### src/rtl/sar_adc_pkg.sv
// Shared types of the successive-approximation controller.
// Assumes: mode codes 5..7 are never written; they act as one-shot.
package sar_adc_pkg;

    typedef enum logic [2:0] {
        M_ONESHOT = 3'd0,
        M_REPEAT  = 3'd1,
        M_SWEEP   = 3'd2,
        M_RSWEEP0 = 3'd3,
        M_RSWEEP1 = 3'd4
    } seq_mode_e;

    typedef enum logic [1:0] {
        E_IDLE   = 2'd0,
        E_SAMPLE = 2'd1,
        E_TRIAL  = 2'd2
    } eng_state_e;

endpackage

### src/rtl/sar_adc_prescaler.sv
// Conversion clock enable generator.
// Produces a one-cycle tick every 1, 2 or 4 input clocks. A clear restarts
// the count so the first tick after a channel start is a full period away.
// Assumes: sel changes only while no conversion is running.
module sar_adc_prescaler #(
    parameter int DIV_W = 2
) (
    input  logic       clk,
    input  logic       rst_n,
    input  logic       clr,
    input  logic [1:0] sel,
    output logic       tick
);
    logic [DIV_W-1:0] cnt_q;
    logic [DIV_W-1:0] lim;

    // Map the select field to the terminal count.
    always_comb begin
        case (sel)
            2'd0:    lim = DIV_W'(0);
            2'd1:    lim = DIV_W'(1);
            default: lim = DIV_W'(3);
        endcase
    end

    assign tick = (cnt_q == lim);

    // Count input clocks, wrapping at the terminal count.
    always_ff @(posedge clk) begin
        if (!rst_n)       cnt_q <= '0;
        else if (clr)     cnt_q <= '0;
        else if (tick)    cnt_q <= '0;
        else              cnt_q <= cnt_q + DIV_W'(1);
    end

    // with a divide above 1, ticks never come on two adjacent cycles
    a_r1_tick_spacing: assert property (@(posedge clk) disable iff (!rst_n)
        (tick && sel != 2'd0) |=> (!tick || sel == 2'd0));

endmodule

### src/rtl/sar_adc_trigger.sv
// Start flag and start-condition logic.
// Holds the software start flag, synchronizes the external trigger and
// detects its falling edge, and decides when a channel run is launched or
// stopped. Assumes: ext_trig_n is asynchronous to clk.
module sar_adc_trigger (
    input  logic clk,
    input  logic rst_n,
    input  logic sw_set,
    input  logic sw_clr,
    input  logic auto_clr,
    input  logic ext_mode,
    input  logic ext_n,
    input  logic vref_en,
    output logic flag,
    output logic launch,
    output logic abort
);
    logic s1_q, s2_q, s3_q;
    logic fall;

    // Two-stage synchronizer plus one history stage for edge detection.
    always_ff @(posedge clk) begin
        if (!rst_n) begin
            s1_q <= 1'b1;
            s2_q <= 1'b1;
            s3_q <= 1'b1;
        end else begin
            s1_q <= ext_n;
            s2_q <= s1_q;
            s3_q <= s2_q;
        end
    end

    assign fall = s3_q & ~s2_q;

    // Launch conditions: software write, or armed external edge.
    assign launch = vref_en & (ext_mode ? (fall & flag) : (sw_set & ~flag));
    assign abort  = sw_clr & flag;

    // Start flag: clears win over sets; sets need the reference connected.
    always_ff @(posedge clk) begin
        if (!rst_n)                 flag <= 1'b0;
        else if (sw_clr || auto_clr) flag <= 1'b0;
        else if (sw_set && vref_en) flag <= 1'b1;
    end

    // the flag only rises after a write made with the reference connected
    a_r6_flag_needs_vref: assert property (@(posedge clk) disable iff (!rst_n)
        $rose(flag) |-> $past(vref_en));

    // a software clear always drops the flag
    a_r10_clear_drops_flag: assert property (@(posedge clk) disable iff (!rst_n)
        sw_clr |=> !flag);

endmodule

### src/rtl/sar_adc_engine.sv
// Successive-approximation search for one channel.
// After a start it samples for the ticks left over by the bit trials, then
// tries each bit from the MSB down: the trial bit is driven for a fixed
// settle count and kept if the comparator reads 1 on the last tick.
// fin is high on the final tick, with fin_code the finished code.
// Assumes: res10 and sh_en are stable during a conversion.
module sar_adc_engine
    import sar_adc_pkg::*;
#(
    parameter int RES_W       = 10,
    parameter int LO_W        = 8,
    parameter int CNT_W       = 6,
    parameter int T8_NOSH     = 49,
    parameter int T10_NOSH    = 59,
    parameter int T8_SH       = 28,
    parameter int T10_SH      = 33,
    parameter int SETTLE_NOSH = 5,
    parameter int SETTLE_SH   = 2
) (
    input  logic             clk,
    input  logic             rst_n,
    input  logic             tick,
    input  logic             start,
    input  logic             stop,
    input  logic             res10,
    input  logic             sh_en,
    input  logic             cmp_in,
    output logic [RES_W-1:0] dac_code,
    output logic             sampling,
    output logic             busy,
    output logic             fin,
    output logic [RES_W-1:0] fin_code
);
    localparam int BIDX_W = $clog2(RES_W);

    eng_state_e        state_q;
    logic [CNT_W-1:0]  tcnt_q;
    logic [BIDX_W-1:0] bidx_q;
    logic [RES_W-1:0]  code_q;

    logic [CNT_W-1:0]  settle_c, total_c, nbits_c, samp_c;
    logic [BIDX_W-1:0] lowb;
    logic [RES_W-1:0]  trial_bit;
    logic              bit_end;

    // Timing figures for the selected resolution and sample/hold setting.
    always_comb begin
        settle_c = sh_en ? CNT_W'(SETTLE_SH) : CNT_W'(SETTLE_NOSH);
        if (sh_en) total_c = res10 ? CNT_W'(T10_SH)   : CNT_W'(T8_SH);
        else       total_c = res10 ? CNT_W'(T10_NOSH) : CNT_W'(T8_NOSH);
        nbits_c  = res10 ? CNT_W'(RES_W) : CNT_W'(LO_W);
        samp_c   = total_c - (nbits_c * settle_c);
        lowb     = res10 ? BIDX_W'(0) : BIDX_W'(RES_W - LO_W);
    end

    // Trial bit, DAC drive and completion decode.
    always_comb begin
        trial_bit = RES_W'(1) << bidx_q;
        dac_code  = (state_q == E_TRIAL) ? (code_q | trial_bit) : '0;
        bit_end   = tick && (state_q == E_TRIAL) && (tcnt_q == settle_c - CNT_W'(1));
        fin       = bit_end && (bidx_q == lowb);
        fin_code  = cmp_in ? (code_q | trial_bit) : code_q;
    end

    assign sampling = (state_q == E_SAMPLE);
    assign busy     = (state_q != E_IDLE);

    // Sample phase, then one settle window per bit, MSB first.
    always_ff @(posedge clk) begin
        if (!rst_n) begin
            state_q <= E_IDLE;
            tcnt_q  <= '0;
            bidx_q  <= '0;
            code_q  <= '0;
        end else if (stop) begin
            state_q <= E_IDLE;
            tcnt_q  <= '0;
        end else if (start) begin
            state_q <= E_SAMPLE;
            tcnt_q  <= '0;
            bidx_q  <= '0;
            code_q  <= '0;
        end else if (tick) begin
            case (state_q)
                E_SAMPLE: begin
                    if (tcnt_q == samp_c - CNT_W'(1)) begin
                        state_q <= E_TRIAL;
                        tcnt_q  <= '0;
                        bidx_q  <= BIDX_W'(RES_W - 1);
                    end else begin
                        tcnt_q  <= tcnt_q + CNT_W'(1);
                    end
                end
                E_TRIAL: begin
                    if (bit_end) begin
                        code_q <= fin_code;
                        tcnt_q <= '0;
                        if (bidx_q == lowb) state_q <= E_IDLE;
                        else                bidx_q  <= bidx_q - BIDX_W'(1);
                    end else begin
                        tcnt_q <= tcnt_q + CNT_W'(1);
                    end
                end
                default: ;
            endcase
        end
    end

    // decided bits do not move between conversion-clock ticks
    a_r3_code_holds: assert property (@(posedge clk) disable iff (!rst_n)
        (state_q == E_TRIAL && !tick && !start && !stop) |=> $stable(code_q));

    // the final trial ends the channel unless a new one is started
    a_r2_fin_ends_run: assert property (@(posedge clk) disable iff (!rst_n)
        (fin && !start && !stop) |=> !busy);

    // sampling never overlaps a driven trial code
    a_r3_sample_before_trial: assert property (@(posedge clk) disable iff (!rst_n)
        (state_q == E_SAMPLE && tick && tcnt_q != samp_c - CNT_W'(1) && !start && !stop)
            |=> sampling);

endmodule

### src/rtl/sar_adc_result_bank.sv
// Per-channel result storage with a combinational read port.
// Each channel keeps a low byte and a few high bits. An out-of-range read
// channel returns zero, and an out-of-range write channel is dropped.
module sar_adc_result_bank #(
    parameter int NCH  = 10,
    parameter int LO_W = 8,
    parameter int HI_W = 2,
    parameter int CH_W = 4
) (
    input  logic            clk,
    input  logic            rst_n,
    input  logic            we,
    input  logic [CH_W-1:0] wr_ch,
    input  logic [LO_W-1:0] wr_lo,
    input  logic [HI_W-1:0] wr_hi,
    input  logic [CH_W-1:0] rd_ch,
    output logic [LO_W-1:0] rd_lo,
    output logic [HI_W-1:0] rd_hi
);
    logic [LO_W-1:0] lo_q [NCH];
    logic [HI_W-1:0] hi_q [NCH];

    // One register pair per channel.
    for (genvar g = 0; g < NCH; g++) begin : g_ch
        always_ff @(posedge clk) begin
            if (!rst_n) begin
                lo_q[g] <= '0;
                hi_q[g] <= '0;
            end else if (we && wr_ch == CH_W'(g)) begin
                lo_q[g] <= wr_lo;
                hi_q[g] <= wr_hi;
            end
        end
    end

    // Read multiplexer.
    always_comb begin
        rd_lo = '0;
        rd_hi = '0;
        for (int i = 0; i < NCH; i++) begin
            if (rd_ch == CH_W'(i)) begin
                rd_lo = lo_q[i];
                rd_hi = hi_q[i];
            end
        end
    end

    // a write to a valid channel lands in that channel's registers
    a_r4_write_lands: assert property (@(posedge clk) disable iff (!rst_n)
        (we && int'(wr_ch) < NCH) |=>
            (lo_q[$past(wr_ch)] == $past(wr_lo) && hi_q[$past(wr_ch)] == $past(wr_hi)));

endmodule

### src/rtl/sar_adc_ctrl.sv
// Successive-approximation conversion controller, top level.
// Ties together the prescaler, start logic, search engine and result
// bank, and holds the channel sequencer that picks the next channel for
// each mode. Assumes: configuration inputs change only while idle, and
// chan_sel stays below NCH.
module sar_adc_ctrl
    import sar_adc_pkg::*;
#(
    parameter int NCH         = 10,
    parameter int NMAIN       = 8,
    parameter int RES_W       = 10,
    parameter int LO_W        = 8,
    parameter int CH_W        = 4,
    parameter int CNT_W       = 6,
    parameter int T8_NOSH     = 49,
    parameter int T10_NOSH    = 59,
    parameter int T8_SH       = 28,
    parameter int T10_SH      = 33,
    parameter int SETTLE_NOSH = 5,
    parameter int SETTLE_SH   = 2
) (
    input  logic             clk,
    input  logic             rst_n,
    input  logic [1:0]       clk_sel,
    input  logic             res10,
    input  logic             sh_en,
    input  logic [2:0]       mode,
    input  logic [CH_W-1:0]  chan_sel,
    input  logic             ext_mode,
    input  logic             ext_trig_n,
    input  logic             vref_en,
    input  logic             start_set,
    input  logic             start_clr,
    input  logic             cmp_in,
    output logic [RES_W-1:0] dac_code,
    output logic             sample_hold,
    output logic [CH_W-1:0]  chan_o,
    output logic             busy,
    output logic             start_flag,
    output logic             done,
    output logic [CH_W-1:0]  done_chan,
    input  logic [CH_W-1:0]  rd_chan,
    output logic [LO_W-1:0]  rd_lo,
    output logic [RES_W-LO_W-1:0] rd_hi
);
    localparam int HI_W   = RES_W - LO_W;
    localparam int STEP_W = $clog2(2 * NMAIN);

    seq_mode_e         md;
    logic              tick, launch, abort, fin, eng_start;
    logic              cont, auto_clr, wrap;
    logic [RES_W-1:0]  fin_code;
    logic [STEP_W-1:0] step_q, last_step, nstep;
    logic [CH_W-1:0]   cur_ch_q, done_ch_q;
    logic              done_q;
    logic [LO_W-1:0]   wr_lo;
    logic [HI_W-1:0]   wr_hi;

    assign md = seq_mode_e'(mode);

    // Channel visited at a given step of the selected mode.
    function automatic logic [CH_W-1:0] chan_of(input logic [STEP_W-1:0] s,
                                                input seq_mode_e m,
                                                input logic [CH_W-1:0] pri);
        case (m)
            M_SWEEP, M_RSWEEP0: chan_of = CH_W'(s);
            M_RSWEEP1:          chan_of = s[0] ? CH_W'(s >> 1) : pri;
            default:            chan_of = pri;
        endcase
    endfunction

    // Sequence decode: last step, whether to continue, when to self-clear.
    always_comb begin
        case (md)
            M_SWEEP, M_RSWEEP0: last_step = STEP_W'(NMAIN - 1);
            M_RSWEEP1:          last_step = STEP_W'(2 * NMAIN - 1);
            default:            last_step = '0;
        endcase
        wrap  = (step_q == last_step);
        nstep = wrap ? '0 : step_q + STEP_W'(1);
        case (md)
            M_REPEAT, M_RSWEEP0, M_RSWEEP1: cont = start_flag;
            M_SWEEP:                        cont = !wrap;
            default:                        cont = 1'b0;
        endcase
        auto_clr  = fin && ((md == M_SWEEP) ? wrap : !(md == M_REPEAT || md == M_RSWEEP0 || md == M_RSWEEP1));
        eng_start = launch || (fin && cont && !abort);
    end

    // Step and channel registers: a launch restarts the sequence.
    always_ff @(posedge clk) begin
        if (!rst_n) begin
            step_q   <= '0;
            cur_ch_q <= '0;
        end else if (launch) begin
            step_q   <= '0;
            cur_ch_q <= chan_of('0, md, chan_sel);
        end else if (fin && cont && !abort) begin
            step_q   <= nstep;
            cur_ch_q <= chan_of(nstep, md, chan_sel);
        end
    end

    // Result packing for the low-byte / high-bits layout.
    always_comb begin
        if (res10) begin
            wr_lo = fin_code[LO_W-1:0];
            wr_hi = fin_code[RES_W-1:LO_W];
        end else begin
            wr_lo = fin_code[RES_W-1 -: LO_W];
            wr_hi = '0;
        end
    end

    // Done pulse and its channel, registered with the result write.
    always_ff @(posedge clk) begin
        if (!rst_n) begin
            done_q    <= 1'b0;
            done_ch_q <= '0;
        end else begin
            done_q    <= fin;
            if (fin) done_ch_q <= cur_ch_q;
        end
    end

    assign done      = done_q;
    assign done_chan = done_ch_q;
    assign chan_o    = cur_ch_q;

    sar_adc_prescaler #(.DIV_W(2)) u_presc (
        .clk  (clk),
        .rst_n(rst_n),
        .clr  (eng_start),
        .sel  (clk_sel),
        .tick (tick)
    );

    sar_adc_trigger u_trig (
        .clk     (clk),
        .rst_n   (rst_n),
        .sw_set  (start_set),
        .sw_clr  (start_clr),
        .auto_clr(auto_clr),
        .ext_mode(ext_mode),
        .ext_n   (ext_trig_n),
        .vref_en (vref_en),
        .flag    (start_flag),
        .launch  (launch),
        .abort   (abort)
    );

    sar_adc_engine #(
        .RES_W(RES_W), .LO_W(LO_W), .CNT_W(CNT_W),
        .T8_NOSH(T8_NOSH), .T10_NOSH(T10_NOSH), .T8_SH(T8_SH), .T10_SH(T10_SH),
        .SETTLE_NOSH(SETTLE_NOSH), .SETTLE_SH(SETTLE_SH)
    ) u_eng (
        .clk     (clk),
        .rst_n   (rst_n),
        .tick    (tick),
        .start   (eng_start),
        .stop    (abort),
        .res10   (res10),
        .sh_en   (sh_en),
        .cmp_in  (cmp_in),
        .dac_code(dac_code),
        .sampling(sample_hold),
        .busy    (busy),
        .fin     (fin),
        .fin_code(fin_code)
    );

    sar_adc_result_bank #(.NCH(NCH), .LO_W(LO_W), .HI_W(HI_W), .CH_W(CH_W)) u_bank (
        .clk  (clk),
        .rst_n(rst_n),
        .we   (fin),
        .wr_ch(cur_ch_q),
        .wr_lo(wr_lo),
        .wr_hi(wr_hi),
        .rd_ch(rd_chan),
        .rd_lo(rd_lo),
        .rd_hi(rd_hi)
    );

    // a one-shot completion leaves the flag cleared
    a_r9_oneshot_clears: assert property (@(posedge clk) disable iff (!rst_n)
        (fin && md == M_ONESHOT && !launch) |=> !start_flag);

    // done never lasts two cycles
    a_r14_done_pulse: assert property (@(posedge clk) disable iff (!rst_n)
        done |=> !done);

    // a single sweep steps to the next higher channel
    a_r11_sweep_order: assert property (@(posedge clk) disable iff (!rst_n)
        (fin && md == M_SWEEP && !wrap && !abort && !launch) |=> (chan_o == $past(chan_o) + CH_W'(1)));

    // a software clear stops the run on the next cycle
    a_r10_abort_idles: assert property (@(posedge clk) disable iff (!rst_n)
        abort |=> !busy);

endmodule

### config.mk
export PLATFORM = sky130hd
export DESIGN_NAME = sar_adc_ctrl
export DESIGN_NICKNAME = d
export VERILOG_FILES = /design/src/rtl/sar_adc_pkg.sv /design/src/rtl/sar_adc_prescaler.sv /design/src/rtl/sar_adc_trigger.sv /design/src/rtl/sar_adc_engine.sv /design/src/rtl/sar_adc_result_bank.sv /design/src/rtl/sar_adc_ctrl.sv
export SDC_FILE = /design/constraint.sdc
export NUM_CORES = 1
export LEC_CHECK = 0
export BUFFER_PORTS_ARGS = -buffer_cell sky130_fd_sc_hd__buf_4
export CAP_MARGIN = 10
export CORE_AREA = 2 2 146 148
export DETAILED_ROUTE_END_ITERATION = 10
export DIE_AREA = 0 0 148 150
export PLACE_DENSITY = 0.47
export SYNTH_ARGS = -nofsm -noshare
export SYNTH_HDL_FRONTEND = slang
export SYNTH_SLANG_ARGS = --single-unit
### constraint.sdc
create_clock -name clk -period 10.7 [get_ports clk]
set_input_delay 2.675 -clock clk [delete_from_list [all_inputs] [get_ports clk]]
set_output_delay 2.675 -clock clk [all_outputs]
set_load 0.01 [all_outputs]
==> impl_metrics.json, run 1 <==
{
  "status": "finished, final reports clean",
  "via_per_inst": 5.24,
  "area_delta_synth_final_pct": 18.4,
  "wirelength_met1_mm": 8.11,
  "min_path_type": "flip-flop to flip-flop",
  "path_buf_inv": 2,
  "crit_type": "primary input to output port",
  "cts_resized": 0,
  "worstSetupStartpointType": "primary input",
  "wirelength_mm": 18.0,
  "clk_pin_slew_ps": 70,
  "synth_top_area_share": 0.423,
  "stdcell_count": 1015,
  "nNetsFinal": 764,
  "grt_setup_unrepaired": "no",
  "crit_fanout": 35,
  "synth_edf_count": 100,
  "ys_ff_latch": 141,
  "synth_top_area_cell": "edfxtp_1",
  "clock-root-buffer": "clkbuf_16",
  "cpMaxStageDelayCell": "and3b_1",
  "p_leak_nw": 2.98,
  "finClkSkew_ps": 13.1,
  "cts_sinks": 141,
  "place_congestion": 0.844,
  "drive_gt1_frac": 0.178,
  "track_usage": 0.169,
  "overflow": 0,
  "setup_slack_ps": 3900,
  "fp.dieH_um": 150,
  "htree_num_levels": 4,
  "worst_path_most_repeated_cell": "buf_4",
  "grt_max_degree": 36,
  "tightest_slew_ps": 973,
  "ys.flop_type": "edfxtp_1",
  "die_w_um": 148,
  "setup_violations": 0,
  "place.port_buffers": 54,
  "drv_slew": 0,
  "clk_path_buf_depth": 2,
  "met3WireLength_um": 679,
  "cts_setup_buffers": 0,
  "detail_route.wl_per_cell_um": 17.8,
  "layout_commonest_cell": "nor2_1",
  "core_um2": 20700,
  "max_clock_freq_mhz": 147,
  "dieArea_um2": 22200,
  "period_share": 0.636,
  "synth_seq_area_share": 0.539,
  "cp_cell_sequence": "buf_4 -> and3b_1 -> a22oi_1 -> nand3_1 -> buf_4",
  "synth_cells": 677,
  "placed_area_um2": 7790,
  "maxCapViolCount": 0,
  "clkLatencyLatePin_ps": 420,
  "wl_met2_mm": 8.95,
  "cp-end-kind": "output port",
  "dr.pass1.iters": 5,
  "layout_common_cells": "137 x nor2_1, 100 x edfxtp_1, 65 x buf_4, 41 x dfxtp_1, 37 x a21oi_1",
  "ir_worst_vdd_uv": 112,
  "numCtsBuffers": 17,
  "fin_setup_tns_ps": 0,
  "cp.arrival_ps": 4130,
  "dpl.cell_count": 983,
  "pwr_density_cell_nw_per_um2": 157,
  "ys_warn_count": 0,
  "path_delay_family": "simple AND/OR/NAND/NOR gates",
  "cts_hold_buf": 0,
  "drtIter0Drc": 322,
  "cp_data_required_time_ps": 8030,
  "synth_fp_nets": 714,
  "synth_area_um2": 7100,
  "utilization": 0.406,
  "async_flop_share": 0,
  "grt_pass1_wl_mm": 29.1,
  "post-route-drc-count": 0,
  "hold_violations": 0,
  "slew_headroom": 0.347,
  "vias": 5315,
  "hpwl_mm": 12.7,
  "start_util": 0.343,
  "ys_types": 64,
  "final_cell_area_um2": 8400,
  "pre_cts_slack_ps": 3860,
  "ant_nets": 0,
  "n_antenna_cell": 0,
  "io_pins": 55,
  "rows": 53,
  "grt_pass1_vias": 5340,
  "synth_area_leaders": "edfxtp_1 42%, dfxtp_1 12%, nor2_1 7.2%",
  "period_needed_ps": 6800,
  "antenna_found_initial": 0,
  "topRoutingLayerUsed": "met4",
  "avgSynthCellArea_um2": 10.5,
  "max_stage_delay_ps": 560,
  "cts_tree": "built"
}
## flip-flops by register name (all words and copies together), names as in the netlist, 2 cells and up
signal,flops
chan_o,4
done_chan,4
step_q,4
u_bank.hi_q,20
u_bank.lo_q,80
u_eng.bidx_q,4
u_eng.code_q,10
u_eng.state_q,2
u_eng.tcnt_q,6
u_presc.cnt_q,2
## power breakdown
group          switching, mW  internal (mW)  total [mW]
Clock                  0.259          0.357       0.616
Combinational         0.0570         0.0356      0.0926
Sequential           0.00854          0.598       0.606
## through the flow
step                hold WS (ps)  total power [mW]
floorplan                    386             0.674
global placement             404             0.710
detailed placement           400             0.712
CTS                          420              1.33
global route                 435              1.36
finish                       416              1.32
## final cells by class
class                   count  area (um2)
fillers                  2075       12300
flip-flops and latches    141        3820
multi-input cells         488        3080
clock inverters            15         190
inverters                  14        52.6
well taps                 275         344
clock buffers              17         425
repair buffers             65         488
## metal layers
layer / vias to the layer above / global-route usage
met2: 116 / 0.288
li1: 2581 / -
met5: - / 0
met3: 21 / 0.0326
met1: 2597 / 0.215
met4: 0 / 0.0552
## worst paths after layout
kind / from / endpoint / slack (ps) / cells after the start
worst min register to register: u_trig.s1_q / u_trig.s2_q / 420 / 1
worst min-delay path: u_trig.s1_q / u_trig.s2_q / 420 / 1
worst max register to register: u_presc.cnt_q[0] / u_bank.lo_q[0][8] / 7980 / 6
worst max-delay path: rd_chan[0] / rd_lo[5] / 3900 / 5
## logic make-up after synthesis
logic type                 count (synthesis)  synth area share
muxes                                     41            0.0589
buffers and inverters                     48            0.0282
AOI/OAI and AO/OA                        123             0.114
DFF                                      141             0.539
xor gates and xnor gates                  13            0.0160
adders and majority gates                 14            0.0247
and+or+nand+nor                          297             0.219
## worst reg2reg max path, cell delays in order, from the launching register on
cell and delay, ps:
dfxtp_1 350, xor2_1 190, o31ai_2 550, and3_1 620
nand2_1 220, o31ai_1 240, buf_4 250
## synthesized netlist by cell type (11+ instances only)
| master | number |
|---|---|
| o22ai_1 | 11 |
| nand2_1 | 33 |
| nor2_2 | 11 |
| nor2_1 | 137 |
| a21oi_1 | 37 |
| ha_1 | 14 |
| a22oi_1 | 21 |
| dfxtp_1 | 41 |
| clkbuf_1 | 27 |
| inv_1 | 13 |
| nand3_1 | 26 |
| mux2i_1 | 35 |
| edfxtp_1 | 100 |
| o21ai_0 | 12 |
No activity file was read; power rests on OpenSTA's default activity.
==> run 2: changes to the inputs <==
PLACE_DENSITY = 0.48   (was 0.47)
clock period = 6.1 ns   (was 10.7 ns; I/O delays follow)
==> impl_metrics.json, run 2 (synthesis gave the netlist of run 1 again) <==
{
  "crit_type": "primary input to output port",
  "htree_num_levels": 4,
  "grt_pass1_vias": 5368,
  "fp.dieH_um": 150,
  "setup_violations": 0,
  "switchingPower_uw": 528,
  "hpwl_mm": 12.8,
  "comb_power_share": 0.072,
  "hold_violations": 0,
  "power_frac_seq": 0.473,
  "cp.arrival_ps": 2930,
  "die_w_um": 148,
  "status": "finished, final reports clean",
  "period_share": 0.730,
  "ir_worst_vdd_uv": 230,
  "detail_route.wl_per_cell_um": 17.4,
  "largest_register": "u_bank.lo_q",
  "tightest_slew_ps": 834,
  "place.port_buffers": 54,
  "power_frac_clock": 0.455,
  "cts_sinks": 141,
  "cp_data_required_time_ps": 4580,
  "reg_top3": "u_bank.lo_q (80), u_bank.hi_q (20), u_eng.code_q (10)",
  "slew_headroom": 0.440,
  "grt_pass1_wl_mm": 28.3,
  "rows": 53,
  "clk_pin_slew_ps": 60,
  "finClkSkew_ps": 10.9,
  "layout_commonest_cell": "nor2_1",
  "grt_max_degree": 36,
  "crit_fanout": 9,
  "n_antenna_cell": 0,
  "ant_nets": 0,
  "cts_setup_buffers": 0,
  "place_congestion": 0.808,
  "p_leak_nw": 2.96,
  "swShare": 0.235,
  "area_delta_synth_final_pct": 18.0,
  "drtIter0Drc": 222,
  "fin_setup_tns_ps": 0,
  "drv_slew": 0,
  "core_um2": 20700,
  "drive_gt1_frac": 0.176,
  "clock-root-buffer": "clkbuf_16",
  "cts_hold_buf": 0,
  "cts_resized": 0,
  "worstSetupStartpointType": "primary input",
  "post-route-drc-count": 0,
  "utilization": 0.405,
  "layout_common_cells": "137 x nor2_1, 100 x edfxtp_1, 65 x buf_4, 41 x dfxtp_1, 37 x a21oi_1",
  "cts_tree": "built",
  "vias": 5262,
  "grt_setup_unrepaired": "no",
  "antenna_found_initial": 0,
  "clkLatencyLatePin_ps": 420,
  "maxCapViolCount": 0,
  "cp-end-kind": "output port",
  "dr.pass1.iters": 5,
  "intPower_mw": 1.72,
  "io_pins": 55,
  "largest_reg_flops": 80,
  "min_path_type": "flip-flop to flip-flop",
  "clk_path_buf_depth": 2,
  "max_clock_freq_mhz": 224,
  "nNetsFinal": 764,
  "track_usage": 0.164,
  "pwr_density_cell_nw_per_um2": 268,
  "start_util": 0.343,
  "wirelength_mm": 17.7,
  "dieArea_um2": 22200,
  "period_needed_ps": 4450,
  "numCtsBuffers": 17,
  "overflow": 0,
  "via_per_inst": 5.18
}
## run 2: cell count changes in the layout (fill, tap and decap cells not counted), sizes merged
cell | before | now
clkbuf | 17 | 18
clkinv | 2 | 6
clkinvlp | 1 | 3
inv | 24 | 17
## run 2: final cells by class
type / instances / area, um2
Sequential cell: 141 / 3820
Multi-Input combinational cell: 488 / 3080
Fill cell: 2024 / 12300
Clock inverter: 14 / 159
Clock buffer: 18 / 429
Inverter: 14 / 52.6
Tap cell: 275 / 344
Timing Repair Buffer: 65 / 488
## run 2: layer usage
layer / vias to the layer above / GRT usage / part of all wire
li1: 2584 / - / -
met1: 2560 / 0.203 / 0.45
met2: 103 / 0.287 / 0.51
met3: 15 / 0.0378 / 0.035
met4: 0 / 0.0486 / 0.013
met5: - / 0 / 0
## run 2: worst paths after layout
| check | from | end | slack, ps | cells past startpoint |
|---|---|---|---|---|
| worst max-delay path | rd_chan[3] | rd_lo[0] | 1650 | 7 |
| worst min-delay path | u_trig.s1_q | u_trig.s2_q | 420 | 1 |
| worst max register to register | u_presc.cnt_q[0] | u_bank.lo_q[0][2] | 3330 | 6 |
| worst min register to register | u_trig.s1_q | u_trig.s2_q | 420 | 1 |
## run 2: power by group through the flow
| stage | Clock, mW | Combinational, mW | Sequential (mW) |
|---|---|---|---|
| 3_5_place_dp | 0 | 0.162 | 1.09 |
| 6_report | 1.02 | 0.161 | 1.06 |
| 3_3_place_gp | 0 | 0.160 | 1.08 |
| 2_1_floorplan | 0 | 0.103 | 1.08 |
| 4_1_cts | 1.05 | 0.163 | 1.06 |
| 5_1_grt | 1.09 | 0.176 | 1.07 |
## run 2: worst max-delay path, cell delays in order
cell and delay, ps:
buf_4 130, nor2b_1 250, nand2_1 90, nor2_1 510, a22oi_1 160, nand3_1 130, buf_4 120
## run 2: metrics by stage
stage | power [mW] | cell area (um2) | cells | hold slack, ps | setup WS (ps)
floorplan | 1.18 | 7100 | 677 | 386 | 1800
global placement | 1.24 | 7790 | 983 | 399 | 1680
detailed placement | 1.25 | 7790 | 983 | 408 | 1650
CTS | 2.28 | 8380 | 1015 | 421 | 1650
global route | 2.33 | 8380 | 1015 | 427 | 1550
finish | 2.25 | 8380 | 1015 | 419 | 1650
==> run 3: changes to the inputs <==
PLACE_DENSITY = 0.47   (was 0.48)
clock period = 4.3 ns   (was 6.1 ns; I/O delays follow)
==> impl_metrics.json, run 3 (synthesis gave the netlist of run 1 again) <==
{
  "detail_route.wl_per_cell_um": 17.8,
  "drv_slew": 0,
  "p_leak_nw": 3.00,
  "period_needed_ps": 3490,
  "clkLatencyLatePin_ps": 420,
  "ir_worst_vdd_uv": 295,
  "hold_start": "u_trig.s1_q",
  "antenna_found_initial": 0,
  "hpwl_mm": 12.9,
  "final_cell_area_um2": 8430,
  "cp.arrival_ps": 2420,
  "period_share": 0.812,
  "comb_power_share": 0.072,
  "cts_tree": "built",
  "cp-end-kind": "output port",
  "fin_setup_tns_ps": 0,
  "place_congestion": 0.836,
  "hold_violations": 0,
  "wirelength_mm": 18.1,
  "track_usage": 0.170,
  "clk_pin_slew_ps": 60,
  "status": "finished, final reports clean",
  "crit_end": "rd_hi[0]",
  "reg_top3": "u_bank.lo_q (80), u_bank.hi_q (20), u_eng.code_q (10)",
  "cp_data_required_time_ps": 3220,
  "htree_num_levels": 4,
  "core_um2": 20700,
  "numCtsBuffers": 17,
  "largest_reg_flops": 80,
  "area_delta_synth_final_pct": 18.8,
  "use_met3": 0.0372,
  "layout_commonest_cell": "nor2_1",
  "vias": 5311,
  "power_frac_clock": 0.464,
  "dieArea_um2": 22200,
  "cts_setup_buffers": 0,
  "max_clock_freq_mhz": 286,
  "intPower_mw": 2.54,
  "layout_common_cells": "137 x nor2_1, 100 x edfxtp_1, 70 x buf_4, 41 x dfxtp_1, 37 x a21oi_1",
  "swShare": 0.220,
  "overflow": 0,
  "rr_startpoint": "u_eng.bidx_q[0]",
  "startpoint": "rd_chan[0]",
  "timing.rr.end": "u_bank.lo_q[4][6]",
  "grt_pass1_vias": 5362,
  "io_pins": 55,
  "setup_slack_ps": 808,
  "slew_headroom": 0.294,
  "crit_type": "primary input to output port",
  "grt_use_met1": 0.211,
  "worst-r2r-setup-slack_ps": 1680,
  "grt_util_met2": 0.296,
  "grt_busiest_layer": "met2",
  "min_path_type": "flip-flop to flip-flop",
  "clock-root-buffer": "clkbuf_16",
  "n_antenna_cell": 0,
  "finClkSkew_ps": 7.23,
  "clk_path_buf_depth": 2,
  "grt_max_degree": 30,
  "grt_setup_unrepaired": "no",
  "drive_gt1_frac": 0.180,
  "reg2reg_depth": 6,
  "drtIter0Drc": 293,
  "via_per_inst": 5.22,
  "cts_sinks": 141,
  "setup_violations": 0,
  "power_mw": 3.26,
  "place.port_buffers": 54,
  "grt_pass1_wl_mm": 29.0,
  "rows": 53,
  "switchingPower_uw": 715,
  "start_util": 0.343,
  "post-route-drc-count": 0,
  "fp.dieH_um": 150,
  "utilization": 0.407,
  "pwr_density_cell_nw_per_um2": 386,
  "power_frac_seq": 0.464,
  "worstSetupStartpointType": "primary input",
  "crit_fanout": 29,
  "pre_cts_slack_ps": 765,
  "dr.pass1.iters": 5,
  "largest_register": "u_bank.lo_q",
  "cts_hold_buf": 0,
  "cts_resized": 0,
  "die_w_um": 148,
  "placed_area_um2": 7830,
  "ant_nets": 0,
  "tightest_slew_ps": 1050,
  "nNetsFinal": 769,
  "maxCapViolCount": 0
}
[run 3: cell types whose count changed in the layout (fill, tap and decap cells not counted), sizes merged]
| cell | delta |
|---|---|
| bufinv | +2 |
| inv | -4 |
| clkinvlp | -1 |
| buf | +5 |
| clkinv | +1 |
[run 3: worst min-delay path by stage]
stage,depth (start not counted),to
6_report,1,u_trig.s2_q
4_1_cts,1,u_trig.s2_q
5_1_grt,1,u_trig.s2_q
3_3_place_gp,1,u_trig.s2_q
3_5_place_dp,1,u_trig.s2_q
2_1_floorplan,1,u_trig.s2_q
[run 3: worst max-delay path, cell delays in order]
cell	delay, ps
buf_4	380
and3b_1	520
a22oi_1	180
nand4_1	130
buf_4	120
[run 3: final cells by class]
type | count | area (um2)
clock inverter | 12 | 173
timing repair buffer | 70 | 526
sequential | 141 | 3820
clock buffer | 18 | 429
fill | 2048 | 12300
inverter | 14 | 52.6
multi-input combinational | 488 | 3080
tap | 275 | 344
[run 3: metal layers]
| metal | wire length, um | up-vias |
|---|---|---|
| li1 | - | 2592 |
| met1 | 8060 | 2608 |
| met2 | 9230 | 92 |
| met3 | 591 | 19 |
| met4 | 251 | 0 |
| met5 | 0 | - |
[run 3: power by group through the flow]
stage	sequential, mW	clock, mW	combinational, mW
floorplan	1.53	0	0.146
global placement	1.54	0	0.234
detailed placement	1.54	0	0.237
CTS	1.51	1.55	0.239
global route	1.51	1.60	0.257
finish	1.51	1.51	0.234
[run 3: per-stage QoR]
stage,hold slack (ps),std cells
2_1_floorplan,386,677
4_1_cts,419,1018
3_3_place_gp,396,988
6_report,418,1018
5_1_grt,446,1018
3_5_place_dp,403,988
